[src/rtl/ldst_pkg.sv]
`timescale 1ns/1ps
// Package: shared types for the register-offset load/store decoder.
// Assumes the size encoding is fixed and understood by the memory stage.
package ldst_pkg;

    // Access width code as seen by the memory stage
    typedef enum logic [1:0] {
        SZ_WORD = 2'd0,
        SZ_HALF = 2'd1,
        SZ_BYTE = 2'd2
    } acc_size_e;

    // Decoded operation, before bus gating
    typedef struct packed {
        logic      load;
        logic      store;
        acc_size_e size;
        logic      sign;
    } ldst_op_t;

    localparam int OP_BITS = $bits(ldst_op_t);

endpackage

[src/rtl/ldst_group_match.sv]
`timescale 1ns/1ps
// Module: ldst_group_match
// Flags an instruction as belonging to the register-offset load/store
// class when its top code field equals GRP_CODE and it is marked valid.
// Assumes the class code occupies the most significant bits of the word.
module ldst_group_match #(
    parameter int            INSTR_W    = 16,
    parameter int            GRP_CODE_W = 4,
    parameter logic [GRP_CODE_W-1:0] GRP_CODE = 4'b0101
) (
    input  logic               valid,
    input  logic [INSTR_W-1:0] instr,
    output logic               hit
);
    localparam int GRP_LSB = INSTR_W - GRP_CODE_W;

    // Compare the class-code field with the expected constant
    always_comb begin
        hit = valid && (instr[INSTR_W-1:GRP_LSB] == GRP_CODE);
    end
endmodule

[src/rtl/ldst_opcode_decode.sv]
`timescale 1ns/1ps
// Module: ldst_opcode_decode
// Maps the 3-bit opcode onto the irregular set of direction, size and
// sign combinations. Only narrow loads may be signed, so three stores
// and five loads share the eight codes.
// Assumes OPC_W is 3; wider codes fall into the default arm as idle.
module ldst_opcode_decode
    import ldst_pkg::*;
#(
    parameter int OPC_W = 3
) (
    input  logic [OPC_W-1:0] opcode,
    output ldst_op_t         op
);
    // One arm per opcode: direction, width and sign together
    always_comb begin
        op = '0;
        unique case (opcode)
            3'b000:  begin op.store = 1'b1; op.size = SZ_WORD;                  end
            3'b001:  begin op.store = 1'b1; op.size = SZ_HALF;                  end
            3'b010:  begin op.store = 1'b1; op.size = SZ_BYTE;                  end
            3'b011:  begin op.load  = 1'b1; op.size = SZ_BYTE; op.sign = 1'b1;  end
            3'b100:  begin op.load  = 1'b1; op.size = SZ_WORD;                  end
            3'b101:  begin op.load  = 1'b1; op.size = SZ_HALF;                  end
            3'b110:  begin op.load  = 1'b1; op.size = SZ_BYTE;                  end
            3'b111:  begin op.load  = 1'b1; op.size = SZ_HALF; op.sign = 1'b1;  end
            default: op = '0;
        endcase
    end
endmodule

[src/rtl/ldst_bus_gate.sv]
`timescale 1ns/1ps
// Module: ldst_bus_gate
// Releases a field onto an OR-merged shared line: passes the data when
// enabled and drives all zeros otherwise, the synthesizable stand-in
// for a tri-state driver. Assumes the other drivers also idle at zero.
module ldst_bus_gate #(
    parameter int W = 4
) (
    input  logic         en,
    input  logic [W-1:0] d,
    output logic [W-1:0] q
);
    // Mask every bit with the enable
    always_comb begin
        q = d & {W{en}};
    end
endmodule

[src/rtl/ldst_regoff_decoder.sv]
`timescale 1ns/1ps
// Module: ldst_regoff_decoder (top)
// Decodes the register-offset load/store class: register indices,
// load/store strobes, access size and sign flag, all zero when the word
// is outside the class. Results are registered, with one cycle of latency.
// Assumes the three low-register fields sit contiguously above bit 0 in
// the order data, base, offset, with the opcode above them.
module ldst_regoff_decoder
    import ldst_pkg::*;
#(
    parameter int INSTR_W    = 16,
    parameter int LOW_REG_W  = 3,
    parameter int REG_IDX_W  = 4,
    parameter int OPC_W      = 3,
    parameter int GRP_CODE_W = 4,
    parameter logic [GRP_CODE_W-1:0] GRP_CODE = 4'b0101
) (
    input  logic                 clk,
    input  logic                 rst_n,
    input  logic                 instr_valid,
    input  logic [INSTR_W-1:0]   instr,
    output logic                 grp_active,
    output logic [REG_IDX_W-1:0] dst_idx,
    output logic [REG_IDX_W-1:0] base_idx,
    output logic [REG_IDX_W-1:0] offs_idx,
    output logic                 load_req,
    output logic                 store_req,
    output logic [1:0]           acc_size,
    output logic                 sign_ext
);
    localparam int N_REG_FIELDS = 3;
    localparam int OPC_LSB      = N_REG_FIELDS * LOW_REG_W;
    localparam int PAD_W        = REG_IDX_W - LOW_REG_W;

    logic                                    hit;
    ldst_op_t                                op_raw;
    logic [OP_BITS-1:0]                      op_gated;
    logic [N_REG_FIELDS-1:0][REG_IDX_W-1:0]  idx_wide;
    logic [N_REG_FIELDS-1:0][REG_IDX_W-1:0]  idx_gated;
    ldst_op_t                                op_g;

    ldst_group_match #(
        .INSTR_W    (INSTR_W),
        .GRP_CODE_W (GRP_CODE_W),
        .GRP_CODE   (GRP_CODE)
    ) u_match (
        .valid (instr_valid),
        .instr (instr),
        .hit   (hit)
    );

    ldst_opcode_decode #(
        .OPC_W (OPC_W)
    ) u_opdec (
        .opcode (instr[OPC_LSB +: OPC_W]),
        .op     (op_raw)
    );

    ldst_bus_gate #(
        .W (OP_BITS)
    ) u_gate_op (
        .en (hit),
        .d  (op_raw),
        .q  (op_gated)
    );

    // Widen each low-register field with zero padding, then gate it
    for (genvar gi = 0; gi < N_REG_FIELDS; gi++) begin : g_reg_field
        always_comb begin
            idx_wide[gi] = {{PAD_W{1'b0}}, instr[gi*LOW_REG_W +: LOW_REG_W]};
        end

        ldst_bus_gate #(
            .W (REG_IDX_W)
        ) u_gate_idx (
            .en (hit),
            .d  (idx_wide[gi]),
            .q  (idx_gated[gi])
        );
    end

    // View the gated operation vector as its struct
    always_comb begin
        op_g = ldst_op_t'(op_gated);
    end

    // Output register stage with synchronous active-low reset
    always_ff @(posedge clk) begin
        if (!rst_n) begin
            grp_active <= 1'b0;
            dst_idx    <= '0;
            base_idx   <= '0;
            offs_idx   <= '0;
            load_req   <= 1'b0;
            store_req  <= 1'b0;
            acc_size   <= 2'd0;
            sign_ext   <= 1'b0;
        end else begin
            grp_active <= hit;
            dst_idx    <= idx_gated[0];
            base_idx   <= idx_gated[1];
            offs_idx   <= idx_gated[2];
            load_req   <= op_g.load;
            store_req  <= op_g.store;
            acc_size   <= op_g.size;
            sign_ext   <= op_g.sign;
        end
    end

    // ---------------- assertions ----------------
    // a valid class word at one edge is reported at the next
    p_class_hit_r1: assert property (@(posedge clk) disable iff (!rst_n)
        (instr_valid && instr[INSTR_W-1 -: GRP_CODE_W] == GRP_CODE) |=> grp_active);

    // a non-class or invalid word leaves the block idle next cycle
    p_class_miss_r7: assert property (@(posedge clk) disable iff (!rst_n)
        !(instr_valid && instr[INSTR_W-1 -: GRP_CODE_W] == GRP_CODE) |=> !grp_active);

    // widened indices never name a high register
    p_low_regs_r2: assert property (@(posedge clk) disable iff (!rst_n)
        grp_active |-> (dst_idx[REG_IDX_W-1] == 1'b0 && base_idx[REG_IDX_W-1] == 1'b0
                        && offs_idx[REG_IDX_W-1] == 1'b0));

    // exactly one request while active
    p_one_req_r3: assert property (@(posedge clk) disable iff (!rst_n)
        grp_active |-> $onehot({load_req, store_req}));

    // size code 3 never produced
    p_size_legal_r4: assert property (@(posedge clk) disable iff (!rst_n)
        acc_size != 2'd3);

    // sign extension only on narrow loads
    p_sign_narrow_load_r5: assert property (@(posedge clk) disable iff (!rst_n)
        sign_ext |-> (load_req && acc_size != 2'd0));

    // nothing driven onto the shared lines while idle
    p_idle_zero_r6: assert property (@(posedge clk) disable iff (!rst_n)
        !grp_active |-> ({dst_idx, base_idx, offs_idx, load_req, store_req,
                          acc_size, sign_ext} == '0));

    // reset at an edge clears the outputs
    p_reset_clear_r8: assert property (@(posedge clk)
        !rst_n |=> (!grp_active && !load_req && !store_req));
endmodule

[config.mk]
export PLATFORM = sky130hd
export DESIGN_NAME = ldst_regoff_decoder
export DESIGN_NICKNAME = d
export VERILOG_FILES = /design/src/rtl/ldst_pkg.sv /design/src/rtl/ldst_group_match.sv /design/src/rtl/ldst_opcode_decode.sv /design/src/rtl/ldst_bus_gate.sv /design/src/rtl/ldst_regoff_decoder.sv
export SDC_FILE = /design/constraint.sdc
export NUM_CORES = 1
export LEC_CHECK = 0
export ABC_AREA = 1
export BUFFER_PORTS_ARGS = -buffer_cell sky130_fd_sc_hd__buf_2
export CAP_MARGIN = 20
export CORE_ASPECT_RATIO = 1.25
export CORE_MARGIN = 2
export CORE_UTILIZATION = 43
export CTS_CLUSTER_DIAMETER = 120
export DETAILED_ROUTE_END_ITERATION = 8
export GPL_TIMING_DRIVEN = 1
export PLACE_DENSITY_LB_ADDON = 0.3
export SLEW_MARGIN = 20
export SYNTH_ARGS = -nofsm -noshare
export SYNTH_HDL_FRONTEND = slang
export SYNTH_HIERARCHICAL = 1
export SYNTH_SLANG_ARGS = --single-unit
export TNS_END_PERCENT = 100
[constraint.sdc]
create_clock -name clk -period 1.2 [get_ports clk]
set_input_delay 0.18 -clock clk [delete_from_list [all_inputs] [get_ports clk]]
set_output_delay 0.18 -clock clk [all_outputs]
set_load 0.03 [all_outputs]
==> impl_metrics.yaml, run 1 <==
final_layout:
  drive_above_1_share_pct: 29.5
  antenna_cells: 0
  area_growth_pct: 28.7
  final_cells: 164
  final_nets: 167
global_routing:
  grt_pass1_wl_um: 1730
  grt_use_total_pct: 12.2
  antenna_found_initial: 0
  grt_overflow_total: 0
  first_global_vias: 489
  grt_max_degree: 19
placement:
  gp_congestion: 0.627
  placed_cells: 161
  portBuffers: 36
  place_hpwl_um: 926
critical_path:
  crit_chain: "buf_2"
  cp_max_fo: 1
  cp_slowest_cell: "dfxtp_1"
  cp-start-kind: "flop"
  path_buf_inv: 1
  crit_required_ps: 1020
  crit_family: "flip-flops"
  endpoint_kind: "primary output"
  arrival_ps: 790
  crit_path_max_incr_delay_ps: 330
  path_class: "reg -> out"
  critical_path_depth: 1
min_path:
  hold_path_class: "in -> reg"
  min-delay-start: "instr[2]"
  holdPathStages: 5
  hold_end: "dst_idx[2]"
clocking:
  tritoncts: "done"
  clk_pin_slew_ps: 90
  numCtsBuffers: 3
  cts_setup_buffers: 0
  numClockSinks: 18
  cts_resized: 0
  cts_hold_buffers: 0
  htree_levels: 1
  root_buffer: "clkbuf_4"
  clockBufferDepth: 2
sta:
  setup_viol: 0
  grt_setup_unrepaired: "no"
  finalHoldViolCount: 0
  fin_crit_ps: 967
  tns_ps: 0
  finalCritPeriodShare_pct: 80.6
  maxSlewViolCount: 0
  fmax_ghz: 1.03
logic_synthesis:
  synth.area.top_cells: "dfxtp_1, inv_1, nand2_1"
  syn_area_um2: 728
  seq_area_frac_synth_pct: 49.5
  synth_area_per_cell_um2: 6.87
  ys_ff_latch: 18
  synth_area_leader_cell: "dfxtp_1"
  yosys_warnings: 6
  synth_top_area_share_pct: 49.5
  synthCells: 106
  ys_types: 10
drt:
  routed_wl_um: 1130
  drt_iter0_drc: 2
  wl_met1_um: 410
  wl_met3_um: 80
  remaining_drc_errors: 0
  dr.max_layer_used: "met4"
  avgViaCountPerCell: 3.84
  dr.pass1.iters: 2
  routedWlPerCell_um: 6.89
  dr_wl_met2_um: 619
  ant_nets: 0
  detailroute.via_count: 629
floorplan:
  die_h_um: 50.0
  initial_utilization_pct: 46.0
  io_pins: 37
  rows: 16
  dieArea_um2: 2040
  core-area_um2: 1580
  die_x_um: 40.8
power_and_ir_drop:
  power_density_nw_per_um2: 1020
  vdd_drop_max_uv: 492
  total_power_mw: 0.953
  p_leak_nw: 0.768
run:
  maxCapViolations: 0
status:
  status: "finished clean"
[layout by cell type (no fill, tap or decap)]
| master | Yosys | routed |
|---|---|---|
| buf_2 | 0 | 36 |
| a21oi_1 | 2 | 2 |
| dfxtp_1 | 18 | 18 |
| conb_1 | 1 | 3 |
| nand3_2 | 1 | 1 |
| nor2_2 | 1 | 1 |
| clkbuf_4 | 0 | 3 |
| buf_4 | 0 | 1 |
| inv_1 | 40 | 40 |
| nand2_1 | 40 | 40 |
| nand2_2 | 1 | 1 |
[cell families (layout without fill, tap and decap cells)]
kind of cell | after synthesis | in the layout | share of synthesized area, %
and+or+nand+nor | 43 | 43 | 23.7
buffers and inverters | 42 | 80 | 24.9
DFF | 18 | 18 | 49.5
AOI/OAI and AO/OA | 2 | 2 | 1.37
other | 1 | 3 | 0.515
[worst max path at each step]
stage / startpoint / to / slack [ps]
2_1_floorplan: instr[15] / acc_size[1] / 270
3_3_place_gp: instr[15] / acc_size[1] / 270
3_5_place_dp: instr[15] / base_idx[0] / 250
4_1_cts: grp_active / grp_active / 210
5_1_grt: base_idx[0] / base_idx[0] / 170
6_report: grp_active / grp_active / 230
[final cells by class]
| cell class | instances | area [µm²] |
|---|---|---|
| inverters | 40 | 150 |
| repair buffers | 37 | 188 |
| fillers | 155 | 644 |
| well taps | 18 | 22.5 |
| clock buffers | 3 | 22.5 |
| flip-flops and latches | 18 | 360 |
| multi-input cells | 48 | 194 |
[cell usage after synthesis]
master	n
buf_6	1
a21oi_1	2
nand2_1	40
conb_1	1
dfxtp_1	18
nand3_2	1
nor2_2	1
inv_1	40
buf_12	1
nand2_2	1
[through the flow]
step	setup WS, ps	hold WS [ps]	utilization (%)	cell area (µm²)
CTS	207	154	59.3	937
finish	233	163	59.3	937
detailed placement	252	446	57.8	915
floorplan	272	352	-	736
global route	169	163	59.3	937
global placement	271	448	57.8	915
[layer usage]
metal  GRT usage (%)  vias to the layer above
met5               0                        -
met4            8.33                        0
met3            1.80                        2
met2            20.8                       22
met1            12.3                      249
li1                -                      356
[power breakdown]
group          internal [mW]  total, mW  switching, mW
registers              0.600      0.601       0.000702
clock network          0.116      0.276          0.160
logic                 0.0328     0.0759         0.0431
[sequential cells by signal (all words and copies together), names as in the netlist]
signal,flops
base_idx,4
offs_idx,4
store_req,1
acc_size,2
sign_ext,1
grp_active,1
dst_idx,4
load_req,1
(Power assumes the default switching activity.)
==> run 2: changes to the inputs <==
--- a/config.mk
+++ b/config.mk
@@ -10,7 +10,7 @@
 export CAP_MARGIN = 20
 export CORE_ASPECT_RATIO = 1.25
 export CORE_MARGIN = 2
-export CORE_UTILIZATION = 43
+export CORE_UTILIZATION = 39
 export CTS_CLUSTER_DIAMETER = 120
 export DETAILED_ROUTE_END_ITERATION = 8
 export GPL_TIMING_DRIVEN = 1
==> constraint.sdc (replaced) <==
create_clock -name clk -period 0.8 [get_ports clk]
set_input_delay 0.12 -clock clk [delete_from_list [all_inputs] [get_ports clk]]
set_output_delay 0.12 -clock clk [all_outputs]
set_load 0.03 [all_outputs]
==> impl_metrics.yaml, run 2 (synthesis gave the netlist of run 1 again) <==
placement:
  place_hpwl_um: 915
  gp_congestion: 0.635
  portBuffers: 36
clocking:
  htree_levels: 1
  clk_pin_slew_ps: 100
  numClockSinks: 18
  clockBufferDepth: 2
  tritoncts: "done"
  root_buffer: "clkbuf_4"
  numCtsBuffers: 3
drt:
  remaining_drc_errors: 0
  dr.pass1.iters: 4
  detailroute.via_count: 651
  drt_iter0_drc: 4
  ant_nets: 0
  routed_wl_um: 1390
  routedWlPerCell_um: 8.39
  avgViaCountPerCell: 3.95
sta:
  grt_setup_unrepaired: "yes"
  setup_viol: 18
  fmax_ghz: 1.16
  finalCritPeriodShare_pct: 108
  maxSlewViolCount: 0
  tns_ps: -999
  final.setup.worst_slack_ps: -65.2
  finalHoldViolCount: 0
  fin_crit_ps: 865
critical_path:
  path_class: "reg -> out"
  cp-start-kind: "flop"
  arrival_ps: 750
  cp_slowest_cell: "dfxtp_2"
  cp_max_fo: 1
  crit_required_ps: 680
  endpoint_kind: "primary output"
  crit_family: "flip-flops"
  startpoint: "load_req"
  path_buf_inv: 1
  crit_chain: "buf_6"
  crit_path_max_incr_delay_ps: 340
final_layout:
  antenna_cells: 0
  final_nets: 167
  top_regs: "base_idx (4), dst_idx (4), offs_idx (4)"
  drive_above_1_share_pct: 41.8
  final_cell_mix: "nand2_1, inv_1, dfxtp_2, buf_2, buf_6"
  area_growth_pct: 49.8
min_path:
  hold_path_class: "in -> reg"
  min-delay-start: "instr[2]"
  hold_end: "dst_idx[2]"
  holdPathStages: 5
global_routing:
  antenna_found_initial: 0
  grt_overflow_total: 0
  grt_pass1_wl_um: 2230
  first_global_vias: 575
  grt_max_degree: 19
  grt_use_total_pct: 13.6
status:
  status: "finished with violations"
  violations: "setup timing"
floorplan:
  die_h_um: 52.3
  rows: 17
  die_x_um: 42.7
  core-area_um2: 1770
  initial_utilization_pct: 41.2
  dieArea_um2: 2230
  io_pins: 37
power_and_ir_drop:
  power_density_nw_per_um2: 1340
  p_leak_nw: 0.791
  vdd_drop_max_uv: 490
  total_power_mw: 1.46
run:
  maxCapViolations: 0
run 2: how the worst max path moves through the flow:
stage | to | slack, ps | cells past startpoint
4_1_cts | dst_idx[3] | -60 | 1
2_1_floorplan | acc_size[1] | 50 | 7
6_report | load_req | -70 | 1
3_3_place_gp | acc_size[0] | -50 | 9
3_5_place_dp | dst_idx[1] | -80 | 9
5_1_grt | dst_idx[2] | -90 | 1
run 2: layout make-up:
class                      instances  area [µm²]
clock buffer                       3        22.5
fill                             167         674
inverter                          40         150
multi-input combinational         48         199
sequential                        18         383
tap                               19        23.8
timing repair buffer              37         313
run 2: per-stage QoR:
stage	instances	cell area, µm²	worst slack [ps]	hold slack (ps)	utilization, %
after floorplan	108	741	51.4	292	-
after global placement	162	933	-45.9	391	52.9
after detailed placement	162	933	-78.4	391	52.9
after CTS	165	1090	-63.6	98.7	61.8
after global routing	165	1090	-86.5	130	61.8
final	165	1090	-65.2	98.8	61.8
run 2: routing by layer:
metal | track usage, % | vias up | routed length [µm]
li1 | - | 357 | -
met5 | 0 | - | 0
met2 | 26.0 | 26 | 728
met1 | 12.7 | 264 | 545
met4 | 10.9 | 0 | 34
met3 | 1.72 | 4 | 77
run 2: timing repair:
| item | in CTS | in global routing |
|---|---|---|
| endpoints found under the setup margin | 18 | 18 |
| resized for setup | 54 | 0 |
| setup buffers | 0 | 0 |
| hold buffers | 0 | 0 |
run 2: report_power, final:
group / total (mW) / internal [mW] / switching (mW)
Clock: 0.430 / 0.175 / 0.256
Combinational: 0.126 / 0.0579 / 0.0679
Sequential: 0.903 / 0.901 / 0.00233
run 2: tightest hold or removal path, cell delays in order:
cell and delay (ps):
buf_2 80, nand2_1 40, inv_1 40, nand2_1 40
inv_1 40
==> run 3: changes to the inputs <==
--- a/config.mk
+++ b/config.mk
@@ -5,12 +5,11 @@
 export SDC_FILE = /design/constraint.sdc
 export NUM_CORES = 1
 export LEC_CHECK = 0
-export ABC_AREA = 1
 export BUFFER_PORTS_ARGS = -buffer_cell sky130_fd_sc_hd__buf_2
 export CAP_MARGIN = 20
 export CORE_ASPECT_RATIO = 1.25
 export CORE_MARGIN = 2
-export CORE_UTILIZATION = 39
+export CORE_UTILIZATION = 37
 export CTS_CLUSTER_DIAMETER = 120
 export DETAILED_ROUTE_END_ITERATION = 8
 export GPL_TIMING_DRIVEN = 1
==> impl_metrics.yaml, run 3 <==
logic_synthesis:
  syn_area_um2: 662
  synth_top_area_share_pct: 54.4
  ys_types: 11
  synth_edf_count: 0
  yosys_warnings: 6
  synthArstFlopShare_pct: 0
  ys_ff_latch: 18
  synth.area.top_cells: "dfxtp_1, and2_1, and2_2"
  ys.flop_type: "dfxtp_1"
  seq_area_frac_synth_pct: 54.4
  synth.most_common_cell: "and2_1"
  synth_area_per_cell_um2: 10.5
  synth_area_leader_cell: "dfxtp_1"
  synthCells: 63
  synth_common_cells: "and2_1, dfxtp_1, and2_2"
floorplan:
  core-area_um2: 1720
  die_h_um: 51.3
  io_pins: 37
  die_x_um: 41.8
  dieArea_um2: 2150
  initial_utilization_pct: 38.4
  rows: 17
status:
  violations: "setup timing"
  status: "finished with violations"
critical_path:
  arrival_ps: 740
  crit_path_max_incr_delay_ps: 340
  crit_required_ps: 680
  path_class: "reg -> out"
  crit_family: "flip-flops"
  cp-start-kind: "flop"
  cp_slowest_cell: "dfxtp_2"
  path_buf_inv: 1
  endpoint_kind: "primary output"
  cp_max_fo: 1
  crit_chain: "buf_6"
placement:
  gp_congestion: 0.571
  post-place-ws_ps: -250
  portBuffers: 36
clocking:
  numClockSinks: 18
  clockBufferDepth: 2
  clk_pin_slew_ps: 90
  numCtsBuffers: 3
  cts_hold_buffers: 0
  tritoncts: "done"
  root_buffer: "clkbuf_4"
  htree_levels: 1
power_and_ir_drop:
  power_density_nw_per_um2: 1320
  vdd_drop_max_uv: 687
  p_leak_nw: 0.527
  total_power_mw: 1.44
drt:
  avgViaCountPerCell: 4.29
  dr.pass1.iters: 1
  ant_nets: 0
  detailroute.via_count: 549
  routedWlPerCell_um: 10.7
  remaining_drc_errors: 0
  drt_iter0_drc: 0
  routed_wl_um: 1370
final_layout:
  postLayoutCoreUtil_pct: 63.3
  drive_above_1_share_pct: 75.2
  top_regs: "base_idx (4), dst_idx (4), offs_idx (4)"
  area_growth_pct: 64.8
  antenna_cells: 0
  final_cell_mix: "buf_6, and2_1, dfxtp_2"
  mostFrequentLayoutCell: "buf_6"
  fillers: 155
  final_nets: 130
min_path:
  hold_path_class: "in -> reg"
  min-delay-start: "instr[5]"
  hold_end: "base_idx[2]"
  holdPathStages: 3
global_routing:
  first_global_vias: 538
  grt_use_total_pct: 13.1
  antenna_found_initial: 0
  grt_overflow_total: 0
  grt_pass1_wl_um: 2090
  grt_max_degree: 19
sta:
  fin_crit_ps: 861
  grt_setup_unrepaired: "yes"
  finalHoldViolCount: 0
  finalCritPeriodShare_pct: 108
  maxSlewViolCount: 0
  final.setup.worst_slack_ps: -61.0
  fmax_ghz: 1.16
  setup_viol: 29
run:
  maxCapViolations: 0
-- run 3: area by class of cell --
type	instances	area, µm²	area share (%)
clock buffers	3	22.5	2.06
flip-flops and latches	18	383	35.1
repair buffers	40	329	30.2
well taps	19	23.8	2.18
inverters	1	3.75	0.344
multi-input cells	47	329	30.2
-- run 3: cells by family after synthesis --
logic type / count (synthesis) / share of synthesized area (%)
flip-flops: 18 / 54.4
AO/OA/AOI/OAI: 2 / 2.27
buffers and inverters: 2 / 2.27
other: 1 / 0.567
AND/OR/NAND/NOR: 40 / 40.5
-- run 3: how the worst max path moves through the flow --
stage | startpoint | to | cells past startpoint
after floorplan | instr[15] | load_req | 4
after global placement | instr[15] | load_req | 5
after detailed placement | instr[15] | acc_size[1] | 5
after CTS | acc_size[1] | acc_size[1] | 1
after global routing | offs_idx[3] | offs_idx[3] | 1
final | base_idx[3] | base_idx[3] | 1
-- run 3: through the flow --
step | std cells | hold WS [ps] | cell area [µm²] | TNS [ps]
after floorplan | 65 | 255 | 678 | -369
after global placement | 121 | 433 | 886 | -3140
after detailed placement | 121 | 439 | 886 | -3500
after CTS | 124 | 141 | 1040 | -1130
after global routing | 128 | 150 | 1090 | -2230
final | 128 | 155 | 1090 | -1010
-- run 3: routing by layer --
layer	part of all wire [%]	vias to the layer above	global-route usage, %	wire length, µm
met4	1.2	0	8.06	16
met1	32	252	11.1	436
met2	65	12	27.3	884
met3	2.3	2	2.12	31
li1	-	283	-	-
met5	0	-	0	0
-- run 3: what timing repair did --
item	4_1_cts	5_1_grt
cloned	0	2
buffers inserted	0	2
setup endpoints to repair	18	32
pin swaps	0	3
gates resized for setup	54	6
-- run 3: power by group --
part / total [mW] / internal, mW / leakage [nW] / switching, mW
registers: 0.903 / 0.900 / 0.154 / 0.00244
clock network: 0.406 / 0.174 / 0.0138 / 0.232
logic: 0.130 / 0.0726 / 0.359 / 0.0577
